`src/rtl/rtest_pkg.sv`:
```
package rtest_pkg;
  typedef enum logic [2:0] {
    ST_IDLE, ST_WRITE, ST_WAIT, ST_READ, ST_NEXT, ST_DONE
  } state_e;

  localparam int unsigned NUM_PAT = 5;
  localparam int unsigned PAT_W   = 3;

  localparam logic [PAT_W-1:0] PAT_ZERO  = 3'd0;
  localparam logic [PAT_W-1:0] PAT_ONE   = 3'd1;
  localparam logic [PAT_W-1:0] PAT_ALT01 = 3'd2;
  localparam logic [PAT_W-1:0] PAT_ALT10 = 3'd3;
  localparam logic [PAT_W-1:0] PAT_RAND  = 3'd4;
endpackage

```
`src/rtl/rtest_lfsr.sv`:
```
module rtest_lfsr #(
  parameter int unsigned W    = 32,
  parameter logic [W-1:0] TAPS = 32'h8020_0003
) (
  input  logic         clk_i,
  input  logic         rst_ni,
  input  logic         load_i,
  input  logic         step_i,
  input  logic [W-1:0] seed_i,
  output logic [W-1:0] state_o
);
  logic [W-1:0] state_q;

  always_ff @(posedge clk_i or negedge rst_ni) begin
    if (!rst_ni)     state_q <= W'(1);
    else if (load_i) state_q <= seed_i;
    else if (step_i) state_q <= {state_q[W-2:0], ^(state_q & TAPS)};
  end

  assign state_o = state_q;
endmodule

```
`src/rtl/rtest_rd_pipe.sv`:
```
module rtest_rd_pipe #(
  parameter int unsigned DEPTH = 2,
  parameter int unsigned W     = 8
) (
  input  logic             clk_i,
  input  logic             rst_ni,
  input  logic             in_v_i,
  input  logic [W-1:0]     in_d_i,
  output logic [DEPTH-1:0] v_o,
  output logic [W-1:0]     out_d_o
);
  logic [DEPTH-1:0] v_q;
  logic [W-1:0]     d_q [DEPTH];

  for (genvar g = 0; g < DEPTH; g++) begin : g_stage
    if (g == 0) begin : g_head
      always_ff @(posedge clk_i or negedge rst_ni) begin
        if (!rst_ni) begin
          v_q[0] <= 1'b0;
          d_q[0] <= '0;
        end else begin
          v_q[0] <= in_v_i;
          d_q[0] <= in_d_i;
        end
      end
    end else begin : g_tail
      always_ff @(posedge clk_i or negedge rst_ni) begin
        if (!rst_ni) begin
          v_q[g] <= 1'b0;
          d_q[g] <= '0;
        end else begin
          v_q[g] <= v_q[g-1];
          d_q[g] <= d_q[g-1];
        end
      end
    end
  end

  assign v_o     = v_q;
  assign out_d_o = d_q[DEPTH-1];
endmodule

```
`src/rtl/rtest_engine.sv`:
```
module rtest_engine
  import rtest_pkg::*;
#(
  parameter int unsigned ADDR_W = 10,
  parameter int unsigned DATA_W = 32,
  parameter int unsigned RD_LAT = 2,
  parameter int unsigned RND_W  = 16,
  parameter int unsigned WAIT_W = 24,
  parameter int unsigned CNT_W  = 16,
  parameter logic [DATA_W-1:0] SEED = 32'h1234_5A5A,
  parameter logic [DATA_W-1:0] TAPS = 32'h8020_0003
) (
  input  logic              clk_i,
  input  logic              rst_ni,
  input  logic              start_i,
  input  logic [RND_W-1:0]  cfg_rounds_i,
  input  logic [WAIT_W-1:0] cfg_wait_i,
  output logic [ADDR_W-1:0] mem_addr_o,
  output logic              mem_we_o,
  output logic              mem_re_o,
  output logic [DATA_W-1:0] mem_wdata_o,
  input  logic [DATA_W-1:0] mem_rdata_i,
  output logic              fail_valid_o,
  output logic [ADDR_W-1:0] fail_addr_o,
  output logic [PAT_W-1:0]  fail_pat_o,
  output logic [RND_W-1:0]  fail_round_o,
  output logic [CNT_W-1:0]  fail_cnt_o,
  output logic              done_o
);
  localparam logic [ADDR_W-1:0] LAST_ADDR = '1;
  localparam logic [CNT_W-1:0]  CNT_MAX   = '1;
  localparam logic [RD_LAT-1:0] LOW_MASK  = {RD_LAT{1'b1}} >> 1;
  localparam int unsigned       PIPE_W    = ADDR_W + DATA_W;

  state_e            state_q;
  logic [ADDR_W-1:0] addr_q;
  logic              iss_done_q;
  logic [WAIT_W-1:0] wait_q, cfg_wait_q;
  logic [RND_W-1:0]  round_q, cfg_rounds_q, seed_rnd;
  logic [PAT_W-1:0]  pat_q;
  logic [DATA_W-1:0] lfsr, seed, pat_word, alt01;
  logic              lfsr_load, lfsr_step, idle_start, cmp_fail;
  logic [RD_LAT-1:0] pipe_v;
  logic [PIPE_W-1:0] pipe_out;
  logic [ADDR_W-1:0] exp_addr;
  logic [DATA_W-1:0] exp_data;

  assign idle_start = start_i && (state_q == ST_IDLE || state_q == ST_DONE);

  always_comb begin
    for (int i = 0; i < int'(DATA_W); i++) alt01[i] = ~i[0];
    unique case (pat_q)
      PAT_ZERO:  pat_word = '0;
      PAT_ONE:   pat_word = '1;
      PAT_ALT01: pat_word = alt01;
      PAT_ALT10: pat_word = ~alt01;
      default:   pat_word = lfsr;
    endcase
  end

  // Seed selection: round 0 on start, same round on readback, next round after NEXT
  always_comb begin
    lfsr_load = 1'b0;
    lfsr_step = 1'b0;
    seed_rnd  = round_q;
    unique case (state_q)
      ST_IDLE, ST_DONE: begin
        lfsr_load = start_i;
        seed_rnd  = '0;
      end
      ST_WRITE: lfsr_step = 1'b1;
      ST_WAIT:  lfsr_load = (wait_q == cfg_wait_q);
      ST_READ:  lfsr_step = !iss_done_q;
      ST_NEXT: begin
        lfsr_load = 1'b1;
        seed_rnd  = round_q + 1'b1;
      end
      default: ;
    endcase
  end

  assign seed = (SEED ^ DATA_W'(seed_rnd)) | DATA_W'(1);

  rtest_lfsr #(.W(DATA_W), .TAPS(TAPS)) u_lfsr (
    .clk_i  (clk_i),
    .rst_ni (rst_ni),
    .load_i (lfsr_load),
    .step_i (lfsr_step),
    .seed_i (seed),
    .state_o(lfsr)
  );

  assign mem_we_o    = (state_q == ST_WRITE);
  assign mem_re_o    = (state_q == ST_READ) && !iss_done_q;
  assign mem_addr_o  = addr_q;
  assign mem_wdata_o = pat_word;

  rtest_rd_pipe #(.DEPTH(RD_LAT), .W(PIPE_W)) u_pipe (
    .clk_i  (clk_i),
    .rst_ni (rst_ni),
    .in_v_i (mem_re_o),
    .in_d_i ({addr_q, pat_word}),
    .v_o    (pipe_v),
    .out_d_o(pipe_out)
  );

  assign {exp_addr, exp_data} = pipe_out;
  assign cmp_fail = pipe_v[RD_LAT-1] && (mem_rdata_i != exp_data);

  always_ff @(posedge clk_i or negedge rst_ni) begin
    if (!rst_ni) begin
      state_q      <= ST_IDLE;
      addr_q       <= '0;
      iss_done_q   <= 1'b0;
      wait_q       <= '0;
      cfg_wait_q   <= '0;
      cfg_rounds_q <= '0;
      round_q      <= '0;
      pat_q        <= PAT_ZERO;
      fail_cnt_o   <= '0;
    end else begin
      if (cmp_fail && fail_cnt_o != CNT_MAX) fail_cnt_o <= fail_cnt_o + 1'b1;
      unique case (state_q)
        ST_IDLE, ST_DONE: if (idle_start) begin
          cfg_rounds_q <= cfg_rounds_i;
          cfg_wait_q   <= cfg_wait_i;
          round_q      <= '0;
          pat_q        <= PAT_ZERO;
          addr_q       <= '0;
          fail_cnt_o   <= '0;
          state_q      <= (cfg_rounds_i == '0) ? ST_DONE : ST_WRITE;
        end
        ST_WRITE: begin
          addr_q <= addr_q + 1'b1;
          if (addr_q == LAST_ADDR) begin
            wait_q  <= '0;
            state_q <= ST_WAIT;
          end
        end
        ST_WAIT: begin
          wait_q <= wait_q + 1'b1;
          if (wait_q == cfg_wait_q) begin
            addr_q     <= '0;
            iss_done_q <= 1'b0;
            state_q    <= ST_READ;
          end
        end
        ST_READ: begin
          if (!iss_done_q) begin
            addr_q <= addr_q + 1'b1;
            if (addr_q == LAST_ADDR) iss_done_q <= 1'b1;
          end else if ((pipe_v & LOW_MASK) == '0) begin
            state_q <= ST_NEXT;
          end
        end
        ST_NEXT: begin
          round_q <= round_q + 1'b1;
          pat_q   <= (pat_q == PAT_W'(NUM_PAT - 1)) ? PAT_ZERO : pat_q + 1'b1;
          addr_q  <= '0;
          state_q <= ({1'b0, round_q} + 1'b1 == {1'b0, cfg_rounds_q}) ? ST_DONE : ST_WRITE;
        end
        default: state_q <= ST_IDLE;
      endcase
    end
  end

  always_ff @(posedge clk_i or negedge rst_ni) begin
    if (!rst_ni) begin
      fail_valid_o <= 1'b0;
      fail_addr_o  <= '0;
      fail_pat_o   <= '0;
      fail_round_o <= '0;
    end else begin
      fail_valid_o <= cmp_fail;
      if (cmp_fail) begin
        fail_addr_o  <= exp_addr;
        fail_pat_o   <= pat_q;
        fail_round_o <= round_q;
      end
    end
  end

  assign done_o = (state_q == ST_DONE);
endmodule

```
`config.mk`:
```
export PLATFORM = sky130hd
export DESIGN_NAME = rtest_engine
export DESIGN_NICKNAME = d
export VERILOG_FILES = /design/src/rtl/rtest_pkg.sv /design/src/rtl/rtest_lfsr.sv /design/src/rtl/rtest_rd_pipe.sv /design/src/rtl/rtest_engine.sv
export SDC_FILE = /design/constraint.sdc
export NUM_CORES = 1
export LEC_CHECK = 0
export BUFFER_PORTS_ARGS = -buffer_cell sky130_fd_sc_hd__buf_2
export CAP_MARGIN = 20
export CORE_MARGIN = 4
export CORE_UTILIZATION = 57
export DETAILED_ROUTE_END_ITERATION = 8
export PLACE_DENSITY = 0.79
export SYNTH_ARGS = -nofsm -noshare
export SYNTH_HDL_FRONTEND = slang
export SYNTH_SLANG_ARGS = --single-unit
```
`constraint.sdc`:
```
create_clock -name clk_i -period 2.6 [get_ports clk_i]
set_input_delay 0.26 -clock clk_i [delete_from_list [all_inputs] [get_ports clk_i]]
set_output_delay 0.26 -clock clk_i [all_outputs]
set_load 0.02 [all_outputs]
```
Yosys cells after proc, flatten, opt, wreduce, memory -nomap -nowiden
Index checks and enable logic that the tools add are counted.
{ "op_classes": {"eq_ne": 20, "n_addsub": 6, "muxes": 32, "reduce_logical": 23, "n_bitwise": 1} }
{ "op_table": {"columns": ["cell", "n"], "rows": [
  ["case mux 32 bit (4 select lines)", 1],
  ["two-way mux 16 bit", 4],
  ["two-way mux 32 bit", 2],
  ["case mux 16 bit (2 select lines)", 2],
  ["case mux 10 bit (5 select lines)", 1],
  ["case mux 24 bit (2 select lines)", 1],
  ["adder 16 x 1 -> 16 bit (second input constant)", 2],
  ["inequality test 32 bit", 1],
  ["parity 32 bit", 1],
  ["two-way mux 10 bit", 3],
  ["two-way mux 3 bit", 9],
  ["adder 24 x 1 -> 24 bit (second input constant)", 1],
  ["== test 24 bit", 1],
  ["two-way mux 24 bit", 1],
  ["adder 16 x 1 -> 17 bit (second input constant)", 1],
  ["== test 17 x 16 -> 1 bit", 1],
  ["logical NOT 16 bit", 1],
  ["inequality test 16 bit (second input constant)", 1],
  ["case mux 3 bit (5 select lines)", 1],
  ["NOT 8 -> 13 bit", 1],
  ["== test 3 x 2 -> 1 bit (second input constant)", 4],
  ["adder 10 x 1 -> 10 bit (second input constant)", 1],
  ["== test 10 bit (second input constant)", 1],
  ["== test 3 bit (second input constant)", 3],
  ["other kinds (19)", 37]
]} }
{ "word_totals": {"ff_bits": 261, "in_bits": 75, "word_cells": 100, "out_inout_bits": 91} }

Depth between registers and ports, before layout
Gate-level depths: netlist (run 1).
{ "depth": {"word_depth": 6, "depth_mapped": 9} }

Modules after synthesis
Synthesis (run 1) repeated with hierarchy kept, for this count alone.
{ "hier_totals": {"cells_unflattened": 1235, "area_unflattened_um2": 12225.5} }
{ "by_module_without_submodules": {"columns": ["module", "cells_each", "instances", "seq_area_each_um2", "area_each_um2"], "rows": [
  ["rtest_engine", 961, 1, 3578.4, 8246.7],
  ["rtest_rd_pipe", 128, 1, 2152.1, 2467.4],
  ["rtest_lfsr", 146, 1, 802.0, 1511.4]
]} }

Least setup slack after synthesis (run 1)
Ideal clock, no wire load.
{ "synth_path": {"kind": "reg2reg", "start": "register round_q[0]", "end": "register state_q[2]", "path_buffers": 0, "stages_incl_launch_ff": 9, "synth_period_minus_slack_ps": 2312, "required_time_ps": 2535, "setup_slack_ps": 288, "t_arrival_ps": 2247, "cell_sequence": "dfrtp_1 -> ha_1 -> xor2_1 -> a2111oi_4 -> nand3_1 -> a2111oi_2 -> nand4_1 -> a2111oi_2 -> o211a_1"} }
{ "synth_between": {"elab_chain_len": 4} }
{ "synth_rtl": {"columns": ["item", "line_no", "text"], "rows": [
  ["start, declared", "rtest_engine.sv:39", "logic [RND_W-1:0] round_q, cfg_rounds_q, seed_rnd;"],
  ["start signal, assigned", "rtest_engine.sv:157", "round_q <= round_q + 1'b1;"],
  ["adder 16 x 1 -> 17 bit", "rtest_engine.sv:160", "state_q <= ({1'b0, round_q} + 1'b1 == {1'b0, cfg_rounds_q}) ? ST_DONE : ST_WRITE;"],
  ["== test 17 x 16 -> 1 bit", "rtest_engine.sv:160", null],
  ["two-way mux 3 bit", "rtest_engine.sv:160", null],
  ["case mux 3 bit (5 select lines)", "rtest_engine.sv:123", "unique case (state_q)"],
  ["end signal, assigned", "rtest_engine.sv:131", "state_q <= (cfg_rounds_i == '0) ? ST_DONE : ST_WRITE;"],
  ["end signal, assigned", "rtest_engine.sv:160", null],
  ["end, declared", "rtest_engine.sv:35", "state_e state_q;"]
]} }
No other way between the ends.
A chain may end at the register's enable or synchronous reset.

Worst setup path after layout (run 1)
{ "layout_path": {"start": "register pat_q[0]", "end": "output mem_wdata_o[8]"} }
{ "layout_between": {"elab_chain_len": 2, "word_cells_on_any_way": 5, "classes_between": "eq/ne (3); mux (1); reduce/logical (1)"} }
{ "layout_rtl": {"columns": ["item", "line_no", "text"], "rows": [
  ["start, declared", "rtest_engine.sv:40", "logic [PAT_W-1:0] pat_q;"],
  ["start signal, assigned", "rtest_engine.sv:158", "pat_q <= (pat_q == PAT_W'(NUM_PAT - 1)) ? PAT_ZERO : pat_q + 1'b1;"],
  ["== test 3 x 2 -> 1 bit, or another cell as far along", "rtest_engine.sv:52", "unique case (pat_q)"],
  ["case mux 32 bit (4 select lines) *", "rtest_engine.sv:52", null],
  ["end, declared", "rtest_engine.sv:21", "output logic [DATA_W-1:0] mem_wdata_o,"]
]} }
Every way passes the cells marked *; elsewhere a longest branch is shown, timed or not.

==> results of run 1 <==
==> where the power goes <==
group / leakage [nW] / internal (mW) / total, mW / switching, mW
Combinational: 3.32 / 0.959 / 2.37 / 1.41
Clock: 0.488 / 2.75 / 4.32 / 1.57
Sequential: 3.33 / 5.00 / 5.68 / 0.674
==> cell type report <==
class | instances | share of cell area, %
Clock buffer | 32 | 4.99
Inverter | 19 | 0.498
Multi-Input combinational cell | 838 | 33.2
Clock inverter | 16 | 2.04
Sequential cell | 261 | 45.6
Tap cell | 265 | 2.31
Timing Repair Buffer | 247 | 11.3
==> through the flow <==
| step | hold WS, ps | power [mW] | setup WS (ps) | utilization (%) |
|---|---|---|---|---|
| 3_3_place_gp | 331 | 7.86 | 253 | 65.4 |
| 6_report | 259 | 12.4 | 109 | 72.7 |
| 3_5_place_dp | 329 | 7.97 | 193 | 65.4 |
| 5_1_grt | 310 | 12.9 | 11.8 | 72.7 |
| 2_1_floorplan | -35.6 | 6.99 | 288 | - |
| 4_1_cts | 240 | 12.4 | 9.08 | 72.6 |
==> cells in the final DEF, fill, tap and decap left out, types with 5 or more instances in the layout <==
| master | synthesis | routed |
|---|---|---|
| clkbuf_16 | 0 | 27 |
| nor3_1 | 22 | 22 |
| mux2_2 | 16 | 16 |
| nor2_1 | 68 | 68 |
| xor2_1 | 62 | 62 |
| o21ai_1 | 27 | 26 |
| dlygate4sd3_1 | 0 | 41 |
| ha_1 | 9 | 9 |
| nand2b_1 | 6 | 6 |
| nor2b_1 | 7 | 7 |
| dfrtp_1 | 260 | 259 |
| buf_12 | 0 | 5 |
| buf_4 | 1 | 36 |
| nor4_1 | 22 | 22 |
| a21o_1 | 26 | 26 |
| a211oi_1 | 7 | 6 |
| o21ai_0 | 54 | 54 |
| o31ai_1 | 16 | 16 |
| bufinv_16 | 0 | 8 |
| buf_2 | 11 | 163 |
| nand3_1 | 28 | 28 |
| nand2_1 | 290 | 290 |
| and3_1 | 14 | 14 |
| a21oi_1 | 43 | 42 |
| inv_1 | 18 | 18 |
| xnor2_1 | 33 | 33 |
| nand4_1 | 15 | 15 |
==> layer usage <==
metal	wire, um	share of wire [%]
met1	12600	42
met2	14200	47
met3	2450	8.2
met4	684	2.3
met5	0	0
==> path summary, 6_finish.rpt <==
| check | start | endpoint | slack (ps) | cells past startpoint |
|---|---|---|---|---|
| worst min-delay path | start_i | state_q[2]$_DFFE_PN0P_ | 260 | 4 |
| min in group asynchronous | rst_ni | fail_round_o[9]$_DFFE_PN0P_ | 320 | 2 |
| worst max-delay path | pat_q[0]$_DFFE_PN0P_ | mem_wdata_o[8] | 110 | 8 |
| worst min register to register | u_pipe.d_q[83]$_DFF_PN0_ | u_pipe.out_d_o[41]$_DFF_PN0_ | 340 | 0 |
| worst max register to register | mem_addr_o[0]$_DFFE_PN0P_ | wait_q[17]$_DFFE_PN0P_ | 200 | 9 |
| max in group asynchronous | rst_ni | u_lfsr.state_o[0]$_DFFE_PN1P_ | 1470 | 3 |
==> state kept, by name, indices dropped and copies added, names as in the netlist, 10 cells and up <==
name,flops
u_pipe.d_q,42
u_pipe.out_d_o,42
u_lfsr.state_o,32
cfg_wait_q,24
wait_q,24
cfg_rounds_q,16
fail_cnt_o,16
fail_round_o,16
round_q,16
fail_addr_o,10
mem_addr_o,10
==> cells by family (layout without fill, tap and decap cells) <==
kind of cell               Yosys count  count (layout)  share of synthesized area [%]
and+or+nand+nor                    495             495                           18.8
DFF                                261             261                           56.4
AOI/OAI and AO/OA                  221             221                           12.2
xor gates and xnor gates            95              95                           7.19
buffers and inverters               80             314                           2.74
muxes                               18              18                           1.73
adders and majority gates            9               9                          0.972
==> worst max-delay path: cells and delay by family, from the launching register on <==
family,cells,cell delay (ps)
buffers and inverters,3,460
AOI/OAI and AO/OA,2,460
DFF,1,400
adders and majority gates,1,210
and+or+nand+nor,2,170
==> what timing repair did <==
action	CTS	global route
gates resized for setup	0	4
setup endpoints to repair	0	20
hold endpoints to repair	126	0
hold buffers	41	0
==> flow_summary.html, run 1 <==
<table>
<tr><th>Metric</th><th>Value</th></tr>
<tr><th colspan="2">Outcome</th></tr>
<tr><td>Result of the run</td><td>finished, final reports clean</td></tr>
<tr><th colspan="2">Routing</th></tr>
<tr><td>Number of violations reported at the end of detailed-routing iteration 0</td><td>630</td></tr>
<tr><td>Routed len/inst</td><td>17.8 um</td></tr>
<tr><td>Routed Wire Length</td><td>29900 um</td></tr>
<tr><td>Total number of vias</td><td>9562</td></tr>
<tr><td>Average via count per standard cell</td><td>5.70</td></tr>
<tr><td>Detailed Routing Iterations Pass 1</td><td>7</td></tr>
<tr><td>Number of remaining DRC errors</td><td>0</td></tr>
<tr><td>Number of nets still failing antenna checks after routing</td><td>0</td></tr>
<tr><th colspan="2">GRT</th></tr>
<tr><td>Global-route track usage on met1</td><td>37.1%</td></tr>
<tr><td>Overall track demand over capacity in global routing</td><td>26.4%</td></tr>
<tr><td>Number of global-route vias before repair</td><td>9251</td></tr>
<tr><td>Met3 GRT Util</td><td>4.94%</td></tr>
<tr><td>GR met2 Demand/Resource</td><td>42.8%</td></tr>
<tr><td>Top Usage Layer GRT</td><td>met2</td></tr>
<tr><td>Global-route wire length before repair</td><td>48000 um</td></tr>
<tr><td>Grt ovf</td><td>0</td></tr>
<tr><td>Antenna violations before repair</td><td>0</td></tr>
<tr><td>Pin count of the biggest net entering global routing</td><td>92</td></tr>
<tr><th colspan="2">Synth</th></tr>
<tr><td>Top cell type by total area after synthesis</td><td>dfrtp_1</td></tr>
<tr><td>Sequential cell area fraction in the yosys report</td><td>56.4%</td></tr>
<tr><td>Number of instances in the synthesized netlist</td><td>1179</td></tr>
<tr><td>Number of enable-type register cells in the synthesized netlist</td><td>0</td></tr>
<tr><td>Distinct cell type count after synthesis</td><td>62</td></tr>
<tr><td>Post-Synthesis Mean Instance Area</td><td>9.82 um^2</td></tr>
<tr><td>Syn Nets</td><td>1263</td></tr>
<tr><td>Area share of the largest cell type after synthesis</td><td>56.2%</td></tr>
<tr><td>Most frequent cells after synthesis</td><td>nand2_1 (290), dfrtp_1 (260), nor2_1 (68)</td></tr>
<tr><td>Post-synthesis async set-or-reset flop share</td><td>100%</td></tr>
<tr><td>Top flip-flop cell by instance count after synthesis</td><td>dfrtp_1</td></tr>
<tr><td>Mapped cell area</td><td>11600 um^2</td></tr>
<tr><td>Flip-flop and latch count after synthesis</td><td>261</td></tr>
<tr><td>Most frequent cell after synthesis</td><td>nand2_1</td></tr>
<tr><td>Largest cells by area after synthesis</td><td>dfrtp_1 (56%), nand2_1 (9.4%), xor2_1 (4.7%), xnor2_1 (2.5%), o21ai_0 (2.3%)</td></tr>
<tr><td>Yosys warning count</td><td>0</td></tr>
<tr><th colspan="2">Critical path</th></tr>
<tr><td>Startpoint type of the worst setup path</td><td>flop</td></tr>
<tr><td>Cell occurring most often along the worst timing path</td><td>nor2_1</td></tr>
<tr><td>Setup Crit Path Kind</td><td>reg -&gt; out</td></tr>
<tr><td>Crit path capture type</td><td>primary output</td></tr>
<tr><td>Cell with the biggest individual delay on the critical path</td><td>dfrtp_2</td></tr>
<tr><td>Endpoint required time on the critical path</td><td>2340 ps</td></tr>
<tr><td>Data arrival time of the worst path</td><td>2230 ps</td></tr>
<tr><td>Maximum cell stage delay along the critical path</td><td>400 ps</td></tr>
<tr><td>Cell breakdown of the critical path</td><td>inv_1, ha_1, nor2_1, nor2_1, a211oi_2, buf_6, a21o_1, buf_4</td></tr>
<tr><td>Critical path fanouts, max</td><td>16</td></tr>
<tr><th colspan="2">Layout</th></tr>
<tr><td>Fill count</td><td>1375</td></tr>
<tr><td>Post-route cell area</td><td>14300 um^2</td></tr>
<tr><td>Layout cell share with drive strength beyond 1</td><td>20.0%</td></tr>
<tr><td>Ant diodes</td><td>0</td></tr>
<tr><td>Final net count</td><td>1477</td></tr>
<tr><td>Number of standard cells in the layout, taps in and fillers out</td><td>1678</td></tr>
<tr><td>P&amp;R area growth vs syn</td><td>23.8%</td></tr>
<tr><td>Area of the multi-input gates</td><td>4760 um^2</td></tr>
<tr><td>Register cell area after layout</td><td>6530 um^2</td></tr>
<tr><th colspan="2">CTS</th></tr>
<tr><td>Skew-Pair Late Insertion Delay</td><td>530 ps</td></tr>
<tr><td>Clock slew seen by the registers of the worst setup and hold paths</td><td>70 ps</td></tr>
<tr><td>Clock root buffer</td><td>clkbuf_16</td></tr>
<tr><td>Buffer levels on the longest clock path</td><td>3</td></tr>
<tr><td>Number of buffers inserted during clock tree synthesis</td><td>26</td></tr>
<tr><td>Clock tree from TritonCTS</td><td>built</td></tr>
<tr><td>Number of buffers inserted by post-CTS setup repair</td><td>0</td></tr>
<tr><td>Number of sinks on the clock net</td><td>261</td></tr>
<tr><td>Depth of the CTS H-tree</td><td>1</td></tr>
<tr><th colspan="2">Placement</th></tr>
<tr><td>Total instance count after detailed placement</td><td>1589</td></tr>
<tr><td>Post-detailed-placement cell area</td><td>12900 um^2</td></tr>
<tr><td>Detailed Place HPWL</td><td>19600 um</td></tr>
<tr><td>Global placement routability congestion</td><td>0.902</td></tr>
<tr><td>Count of port buffers added during placement</td><td>165</td></tr>
<tr><th colspan="2">Timing</th></tr>
<tr><td>Final count of hold timing violations</td><td>0</td></tr>
<tr><td>Count of pins over their slew limit</td><td>0</td></tr>
<tr><td>Top achievable clock speed</td><td>401 MHz</td></tr>
<tr><td>Setup repair after global routing missed its margin</td><td>false</td></tr>
<tr><td>Worst-Margin Slew</td><td>909 ps</td></tr>
<tr><td>Final worst-path cycle share</td><td>95.8%</td></tr>
<tr><td>Fin crit period</td><td>2490 ps</td></tr>
<tr><td>Clock skew</td><td>20.4 ps</td></tr>
<tr><td>Setup violators final</td><td>0</td></tr>
<tr><td>Relative slew margins</td><td>39.2%</td></tr>
<tr><td>Accumulated negative setup slack</td><td>0 ps</td></tr>
<tr><th colspan="2">Job</th></tr>
<tr><td>Number of max-cap violations</td><td>0</td></tr>
<tr><th colspan="2">Pwr</th></tr>
<tr><td>Power per standard cell area</td><td>863 nW/um^2</td></tr>
<tr><td>Static leakage power</td><td>7.13 nW</td></tr>
<tr><td>VDD IR-drop max</td><td>0.000552 V</td></tr>
<tr><th colspan="2">Floorplanning</th></tr>
<tr><td>Initial Utilization</td><td>58.7%</td></tr>
<tr><td>Die outline area</td><td>22700 um^2</td></tr>
<tr><td>Vertical extent of the die</td><td>151 um</td></tr>
<tr><td>Count of boundary I/O pins</td><td>166</td></tr>
<tr><td>Placeable core area</td><td>19700 um^2</td></tr>
<tr><td>Site row count</td><td>51</td></tr>
<tr><td>Width of the die</td><td>151 um</td></tr>
<tr><th colspan="2">Worst hold path</th></tr>
<tr><td>Hold WC Path Type</td><td>in -&gt; reg</td></tr>
</table>
(Power assumes the default switching activity.)
==> run 2, diff against run 1 <==
- CORE_UTILIZATION: 57 -> 58
- PLACE_DENSITY: 0.79 -> 0.8
- SYNTH_HIERARCHICAL: not set -> 1
==> flow_summary.html, run 2 <==
<table>
<tr><th>Metric</th><th>Value</th></tr>
<tr><th colspan="2">Critical path</th></tr>
<tr><td>Family of cells with the greatest summed delay on the critical path</td><td>simple AND/OR/NAND/NOR gates</td></tr>
<tr><td>Startpoint type of the worst setup path</td><td>flop</td></tr>
<tr><td>Cell breakdown of the critical path</td><td>xor2_1, nor4_1, nand2_1, o41ai_4, buf_12, inv_2, mux2_4</td></tr>
<tr><td>Maximum cell stage delay along the critical path</td><td>400 ps</td></tr>
<tr><td>Buf/Inv on CP</td><td>2</td></tr>
<tr><td>Crit path capture type</td><td>flop</td></tr>
<tr><td>Critical path fanouts, max</td><td>47</td></tr>
<tr><td>Worst reg2reg endpoint</td><td>fail_addr_o[8]$_DFFE_PN0P_</td></tr>
<tr><td>Setup Crit Path Kind</td><td>reg -&gt; reg</td></tr>
<tr><td>Worst setup path start</td><td>u_pipe/out_d_o[17]$_DFF_PN0_</td></tr>
<tr><td>Number of gates on the worst path with buffers counted</td><td>7</td></tr>
<tr><td>Data arrival time of the worst path</td><td>2870 ps</td></tr>
<tr><td>Endpoint required time on the critical path</td><td>3000 ps</td></tr>
<tr><td>Crit Reg-Reg Startpoint</td><td>u_pipe/out_d_o[17]$_DFF_PN0_</td></tr>
<tr><td>Cell depth of the worst flop-to-flop path</td><td>7</td></tr>
<tr><td>Cell with the biggest individual delay on the critical path</td><td>nor4_1</td></tr>
<tr><td>End point of the critical path</td><td>fail_addr_o[8]$_DFFE_PN0P_</td></tr>
<tr><td>Minimum setup slack among reg-to-reg paths</td><td>130 ps</td></tr>
<tr><th colspan="2">Layout</th></tr>
<tr><td>Number of standard cells in the layout, taps in and fillers out</td><td>1694</td></tr>
<tr><td>Ant diodes</td><td>0</td></tr>
<tr><td>Utilization after layout</td><td>70.2%</td></tr>
<tr><td>Commonest non-fill, non-tap cell in the layout</td><td>nand2_1</td></tr>
<tr><td>Fill count</td><td>1523</td></tr>
<tr><td>Layout cell share with drive strength beyond 1</td><td>19.9%</td></tr>
<tr><td>Final net count</td><td>1490</td></tr>
<tr><td>P&amp;R area growth vs syn</td><td>17.7%</td></tr>
<tr><td>Commonest cells after routing, fill and taps aside</td><td>nand2_1 (267), dfrtp_1 (260), buf_2 (164)</td></tr>
<tr><td>Post-route cell area</td><td>14400 um^2</td></tr>
<tr><th colspan="2">Synth</th></tr>
<tr><td>Sequential cell area fraction in the yosys report</td><td>53.4%</td></tr>
<tr><td>Area share of the largest cell type after synthesis</td><td>53.2%</td></tr>
<tr><td>Most frequent cells after synthesis</td><td>nand2_1 (267), dfrtp_1 (260), o21ai_0 (108)</td></tr>
<tr><td>Flip-flop and latch count after synthesis</td><td>261</td></tr>
<tr><td>Largest cells by area after synthesis</td><td>dfrtp_1 (53%), nand2_1 (8.2%), o21ai_0 (4.4%), buf_4 (3.3%), mux2i_1 (2.8%)</td></tr>
<tr><td>Post-Synthesis Mean Instance Area</td><td>9.90 um^2</td></tr>
<tr><td>Top flip-flop cell by instance count after synthesis</td><td>dfrtp_1</td></tr>
<tr><td>Yosys warning count</td><td>6</td></tr>
<tr><td>Most frequent cell after synthesis</td><td>nand2_1</td></tr>
<tr><td>Post-synthesis async set-or-reset flop share</td><td>100%</td></tr>
<tr><td>Number of instances in the synthesized netlist</td><td>1235</td></tr>
<tr><td>Number of enable-type register cells in the synthesized netlist</td><td>0</td></tr>
<tr><td>Distinct cell type count after synthesis</td><td>60</td></tr>
<tr><td>Mapped cell area</td><td>12200 um^2</td></tr>
<tr><td>Top cell type by total area after synthesis</td><td>dfrtp_1</td></tr>
<tr><th colspan="2">Placement</th></tr>
<tr><td>Total instance count after detailed placement</td><td>1606</td></tr>
<tr><td>Count of port buffers added during placement</td><td>165</td></tr>
<tr><td>Global placement routability congestion</td><td>0.880</td></tr>
<tr><td>Detailed Place HPWL</td><td>19300 um</td></tr>
<tr><td>Post-detailed-placement cell area</td><td>13100 um^2</td></tr>
<tr><td>Worst slack after detailed placement</td><td>129 ps</td></tr>
<tr><th colspan="2">Routing</th></tr>
<tr><td>Average via count per standard cell</td><td>5.67</td></tr>
<tr><td>Number of nets still failing antenna checks after routing</td><td>0</td></tr>
<tr><td>Detailed Routing Iterations Pass 1</td><td>7</td></tr>
<tr><td>Number of violations reported at the end of detailed-routing iteration 0</td><td>602</td></tr>
<tr><td>Routed Wire Length</td><td>28300 um</td></tr>
<tr><td>Routed len/inst</td><td>16.7 um</td></tr>
<tr><td>Total number of vias</td><td>9600</td></tr>
<tr><td>Number of remaining DRC errors</td><td>0</td></tr>
<tr><th colspan="2">CTS</th></tr>
<tr><td>Clock tree from TritonCTS</td><td>built</td></tr>
<tr><td>Buffer levels on the longest clock path</td><td>3</td></tr>
<tr><td>Clock slew seen by the registers of the worst setup and hold paths</td><td>70 ps</td></tr>
<tr><td>Skew-Pair Late Insertion Delay</td><td>530 ps</td></tr>
<tr><td>Count of instances resized after the clock tree is built</td><td>0</td></tr>
<tr><td>Number of buffers inserted by post-CTS setup repair</td><td>0</td></tr>
<tr><td>Number of buffers inserted during clock tree synthesis</td><td>27</td></tr>
<tr><td>Clock root buffer</td><td>clkbuf_16</td></tr>
<tr><td>Depth of the CTS H-tree</td><td>1</td></tr>
<tr><td>Number of sinks on the clock net</td><td>261</td></tr>
<tr><th colspan="2">Timing</th></tr>
<tr><td>Clock skew</td><td>10.1 ps</td></tr>
<tr><td>Setup violators final</td><td>0</td></tr>
<tr><td>Final count of hold timing violations</td><td>0</td></tr>
<tr><td>Final worst-path cycle share</td><td>94.9%</td></tr>
<tr><td>Accumulated negative setup slack</td><td>0 ps</td></tr>
<tr><td>Count of pins over their slew limit</td><td>0</td></tr>
<tr><td>Top achievable clock speed</td><td>405 MHz</td></tr>
<tr><td>Fin crit period</td><td>2470 ps</td></tr>
<tr><td>Worst-Margin Slew</td><td>632 ps</td></tr>
<tr><td>Final worst setup slack</td><td>133 ps</td></tr>
<tr><td>Relative slew margins</td><td>57.5%</td></tr>
<tr><td>Setup repair after global routing missed its margin</td><td>false</td></tr>
<tr><td>Minimum hold slack</td><td>258 ps</td></tr>
<tr><th colspan="2">GRT</th></tr>
<tr><td>Overall track demand over capacity in global routing</td><td>23.9%</td></tr>
<tr><td>Grt ovf</td><td>0</td></tr>
<tr><td>Antenna violations before repair</td><td>0</td></tr>
<tr><td>Global-route wire length before repair</td><td>46900 um</td></tr>
<tr><td>Number of global-route vias before repair</td><td>9143</td></tr>
<tr><td>Pin count of the biggest net entering global routing</td><td>70</td></tr>
<tr><th colspan="2">Worst hold path</th></tr>
<tr><td>Worst hold path depth</td><td>5</td></tr>
<tr><td>Hold WC Path Type</td><td>in -&gt; reg</td></tr>
<tr><th colspan="2">Floorplanning</th></tr>
<tr><td>Width of the die</td><td>153 um</td></tr>
<tr><td>Placeable core area</td><td>20500 um^2</td></tr>
<tr><td>Die outline area</td><td>23500 um^2</td></tr>
<tr><td>Count of boundary I/O pins</td><td>166</td></tr>
<tr><td>Site row count</td><td>52</td></tr>
<tr><td>Vertical extent of the die</td><td>153 um</td></tr>
<tr><td>Initial Utilization</td><td>59.7%</td></tr>
<tr><th colspan="2">Pwr</th></tr>
<tr><td>VDD IR-drop max</td><td>0.000593 V</td></tr>
<tr><td>Overall power of the completed layout</td><td>12.9 mW</td></tr>
<tr><td>Power per standard cell area</td><td>894 nW/um^2</td></tr>
<tr><td>Static leakage power</td><td>7.26 nW</td></tr>
<tr><th colspan="2">Job</th></tr>
<tr><td>Number of max-cap violations</td><td>0</td></tr>
<tr><th colspan="2">Outcome</th></tr>
<tr><td>Result of the run</td><td>finished, final reports clean</td></tr>
</table>
[run 2: cell type report]
cell class / count / area [um^2] / share of cell area, %
tap: 270 / 338 / 2.35
inverter: 11 / 41.3 / 0.287
clock inverter: 14 / 111 / 0.774
multi-input combinational: 864 / 5080 / 35.3
timing repair buffer: 241 / 1560 / 10.8
sequential: 261 / 6530 / 45.4
clock buffer: 33 / 728 / 5.06
[run 2: worst min-delay path, cell delays in order]
cell and delay, ps:
buf_2 120, nor2_1 50, nand2_1 50, o21ai_0 80, a21o_1 180
[run 2: repair_timing]
action / in CTS / in global routing
hold buffers: 41 / 0
setup endpoints to repair: 0 / 0
endpoints found under the hold margin: 103 / 0
[run 2: kinds of logic (layout without fill, tap and decap cells)]
family	count (synthesis)	after routing	share of synthesized area, %
xor+xnor	76	76	5.44
fa+ha+maj	9	9	0.921
compound gates	214	214	10.2
flops	261	261	53.4
other cells	2	17	0.0614
mux	58	58	5.24
simple gates	490	490	18.9
buf+inv	125	299	5.75
[run 2: metal layers]
layer,up-vias,track usage [%],routed length (um)
li1,4561,-,-
met3,40,3.28,1900
met1,4622,34.9,12600
met4,0,5.69,531
met2,377,38.5,13300
met5,-,0,0
[run 2: worst min path at each step]
stage,from,to,slack [ps]
finish,start_i,state_q[0]$_DFFE_PN0P_,260
global route,start_i,state_q[0]$_DFFE_PN0P_,290
CTS,start_i,state_q[0]$_DFFE_PN0P_,250
detailed placement,rst_ni,fail_cnt_o[7]$_DFF_PN0_,260
global placement,rst_ni,fail_cnt_o[7]$_DFF_PN0_,260
floorplan,rst_ni,cfg_rounds_q[0]$_DFFE_PN0P_,-40
[run 2: where the power goes]
part | switching (mW) | leakage (nW) | total (mW) | internal, mW
sequential | 0.806 | 3.48 | 6.00 | 5.19
clock | 1.55 | 0.422 | 3.65 | 2.09
combinational | 1.91 | 3.36 | 3.23 | 1.32
==> run 3, diff against run 2 <==
- CORE_UTILIZATION: 58 -> 62
- PLACE_DENSITY: 0.8 -> 0.85
- REMOVE_ABC_BUFFERS: not set -> 1
- clock period: 2.6 -> 3 ns (I/O delays scaled with it)
==> flow_summary.html, run 3 (synthesized netlist as in run 2, its figures left out) <==
<table>
<tr><th>Metric</th><th>Value</th></tr>
<tr><th colspan="2">Critical path</th></tr>
<tr><td>Data arrival time of the worst path</td><td>2870 ps</td></tr>
<tr><td>Buf/Inv on CP</td><td>0</td></tr>
<tr><td>Crit path capture type</td><td>flop</td></tr>
<tr><td>Startpoint type of the worst setup path</td><td>flop</td></tr>
<tr><td>Maximum cell stage delay along the critical path</td><td>710 ps</td></tr>
<tr><td>Number of gates on the worst path with buffers counted</td><td>7</td></tr>
<tr><td>Cell occurring most often along the worst timing path</td><td>nand4_1</td></tr>
<tr><td>Worst reg2reg endpoint</td><td>wait_q[22]$_DFFE_PN0P_</td></tr>
<tr><td>Minimum setup slack among reg-to-reg paths</td><td>520 ps</td></tr>
<tr><td>End point of the critical path</td><td>wait_q[22]$_DFFE_PN0P_</td></tr>
<tr><td>Cell with the biggest individual delay on the critical path</td><td>nor3_1</td></tr>
<tr><td>Worst setup path start</td><td>wait_q[0]$_DFFE_PN0P_</td></tr>
<tr><td>Family of cells with the greatest summed delay on the critical path</td><td>simple AND/OR/NAND/NOR gates</td></tr>
<tr><td>Endpoint required time on the critical path</td><td>3390 ps</td></tr>
<tr><td>Setup Crit Path Kind</td><td>reg -&gt; reg</td></tr>
<tr><td>Crit Reg-Reg Startpoint</td><td>wait_q[0]$_DFFE_PN0P_</td></tr>
<tr><td>Critical path fanouts, max</td><td>7</td></tr>
<tr><td>Cell breakdown of the critical path</td><td>ha_1, and3_1, nand4_1, nor3_1, nand4_1, nand3_1, o21ai_0</td></tr>
<tr><td>Cell depth of the worst flop-to-flop path</td><td>7</td></tr>
<tr><th colspan="2">Timing</th></tr>
<tr><td>Relative slew margins</td><td>48.2%</td></tr>
<tr><td>Clock skew</td><td>16.0 ps</td></tr>
<tr><td>Setup repair after global routing missed its margin</td><td>false</td></tr>
<tr><td>Fin crit period</td><td>2480 ps</td></tr>
<tr><td>Top achievable clock speed</td><td>403 MHz</td></tr>
<tr><td>Worst-Margin Slew</td><td>771 ps</td></tr>
<tr><td>Minimum hold slack</td><td>32.1 ps</td></tr>
<tr><td>Final worst-path cycle share</td><td>82.8%</td></tr>
<tr><td>Final count of hold timing violations</td><td>0</td></tr>
<tr><td>Setup violators final</td><td>0</td></tr>
<tr><td>Count of pins over their slew limit</td><td>0</td></tr>
<tr><td>Accumulated negative setup slack</td><td>0 ps</td></tr>
<tr><th colspan="2">Placement</th></tr>
<tr><td>Global placement routability congestion</td><td>0.922</td></tr>
<tr><td>Count of port buffers added during placement</td><td>165</td></tr>
<tr><td>Detailed Place HPWL</td><td>19200 um</td></tr>
<tr><th colspan="2">GRT</th></tr>
<tr><td>Global-route wire length before repair</td><td>46300 um</td></tr>
<tr><td>Pin count of the biggest net entering global routing</td><td>84</td></tr>
<tr><td>Antenna violations before repair</td><td>0</td></tr>
<tr><td>Grt ovf</td><td>0</td></tr>
<tr><td>Overall track demand over capacity in global routing</td><td>25.6%</td></tr>
<tr><td>Number of global-route vias before repair</td><td>9186</td></tr>
<tr><th colspan="2">Routing</th></tr>
<tr><td>Total number of vias</td><td>9474</td></tr>
<tr><td>Detailed Routing Iterations Pass 1</td><td>6</td></tr>
<tr><td>Average via count per standard cell</td><td>5.67</td></tr>
<tr><td>Number of violations reported at the end of detailed-routing iteration 0</td><td>705</td></tr>
<tr><td>Number of remaining DRC errors</td><td>0</td></tr>
<tr><td>Number of nets still failing antenna checks after routing</td><td>0</td></tr>
<tr><td>Routed Wire Length</td><td>28100 um</td></tr>
<tr><td>Routed len/inst</td><td>16.8 um</td></tr>
<tr><th colspan="2">Outcome</th></tr>
<tr><td>Result of the run</td><td>finished, final reports clean</td></tr>
<tr><th colspan="2">Layout</th></tr>
<tr><td>Register cell area after layout</td><td>6530 um^2</td></tr>
<tr><td>Area of the multi-input gates</td><td>5080 um^2</td></tr>
<tr><td>Final net count</td><td>1474</td></tr>
<tr><td>Fill count</td><td>1358</td></tr>
<tr><td>P&amp;R area growth vs syn</td><td>16.7%</td></tr>
<tr><td>Layout cell share with drive strength beyond 1</td><td>18.9%</td></tr>
<tr><td>Commonest cells after routing, fill and taps aside</td><td>nand2_1 (267), dfrtp_1 (260), buf_2 (164)</td></tr>
<tr><td>Commonest non-fill, non-tap cell in the layout</td><td>nand2_1</td></tr>
<tr><td>Ant diodes</td><td>0</td></tr>
<tr><th colspan="2">Floorplanning</th></tr>
<tr><td>Vertical extent of the die</td><td>148 um</td></tr>
<tr><td>Count of boundary I/O pins</td><td>166</td></tr>
<tr><td>Site row count</td><td>51</td></tr>
<tr><td>Initial Utilization</td><td>63.0%</td></tr>
<tr><td>Width of the die</td><td>148 um</td></tr>
<tr><td>Die outline area</td><td>22000 um^2</td></tr>
<tr><td>Placeable core area</td><td>19400 um^2</td></tr>
<tr><th colspan="2">Pwr</th></tr>
<tr><td>Static leakage power</td><td>7.17 nW</td></tr>
<tr><td>VDD IR-drop max</td><td>0.000461 V</td></tr>
<tr><td>Power per standard cell area</td><td>779 nW/um^2</td></tr>
<tr><td>Overall power of the completed layout</td><td>11.1 mW</td></tr>
<tr><th colspan="2">Worst hold path</th></tr>
<tr><td>Hold WC Path Type</td><td>in -&gt; reg</td></tr>
<tr><td>Worst hold path depth</td><td>3</td></tr>
<tr><th colspan="2">Job</th></tr>
<tr><td>Number of max-cap violations</td><td>0</td></tr>
<tr><th colspan="2">CTS</th></tr>
<tr><td>Clock slew seen by the registers of the worst setup and hold paths</td><td>60 ps</td></tr>
<tr><td>Depth of the CTS H-tree</td><td>1</td></tr>
<tr><td>Number of buffers inserted during clock tree synthesis</td><td>26</td></tr>
<tr><td>Count of instances resized after the clock tree is built</td><td>0</td></tr>
<tr><td>Buffer levels on the longest clock path</td><td>3</td></tr>
<tr><td>Clock tree from TritonCTS</td><td>built</td></tr>
<tr><td>Number of sinks on the clock net</td><td>261</td></tr>
<tr><td>Clock root buffer</td><td>clkbuf_16</td></tr>
<tr><td>Skew-Pair Late Insertion Delay</td><td>520 ps</td></tr>
</table>
## run 3: tightest hold or removal path: stages
cell and delay, ps:
buf_2 90, nand2_1 60, nand2_1 60
## run 3: per-stage QoR
| step | setup slack [ps] | cell area [um^2] | instances | util, % |
|---|---|---|---|---|
| floorplan | -3770 | 11600 | 1136 | - |
| global placement | 657 | 13000 | 1587 | 67.2 |
| detailed placement | 609 | 13000 | 1587 | 67.2 |
| CTS | 558 | 14300 | 1671 | 73.6 |
| global route | 327 | 14300 | 1671 | 73.6 |
| finish | 516 | 14300 | 1671 | 73.6 |
## run 3: what timing repair did
action	4_1_cts	5_1_grt
hold buffers	40	0
hold endpoints to repair	98	0
buffers inserted	0	0
## run 3: worst min path at each step
stage / from / to / slack, ps
after floorplan: rst_ni / cfg_rounds_q[0]$_DFFE_PN0P_ / 4
after global placement: rst_ni / u_pipe/d_q[43]$_DFF_PN0_ / 270
after detailed placement: rst_ni / u_pipe/d_q[67]$_DFF_PN0_ / 260
after CTS: cfg_rounds_i[8] / cfg_rounds_q[8]$_DFFE_PN0P_ / 10
after global routing: cfg_rounds_i[8] / cfg_rounds_q[8]$_DFFE_PN0P_ / 20
final: cfg_rounds_i[8] / cfg_rounds_q[8]$_DFFE_PN0P_ / 30
## run 3: final cells by class
type / count / share of cell area [%]
Clock inverter: 9 / 0.561
Sequential cell: 261 / 45.8
Inverter: 11 / 0.289
Clock buffer: 35 / 5.30
Multi-Input combinational cell: 864 / 35.6
Tap cell: 265 / 2.32
Timing Repair Buffer: 226 / 10.1
## run 3: metal layers
layer  vias to the layer above  global-route usage, %  wire length, um  share of wire (%)
met5                         -                      0                0                  0
met4                         0                   6.10              530                1.9
met3                        37                   4.08             2020                7.2
met2                       355                   42.9            13700                 49
met1                      4570                   35.4            11900                 42
li1                       4512                      -                -                  -
## run 3: power breakdown
part           switching (mW)  internal, mW  total, mW
Clock                    1.30          1.85       3.15
Sequential              0.725          4.50       5.23
Combinational            1.62          1.12       2.75
Total                    3.65          7.47       11.1
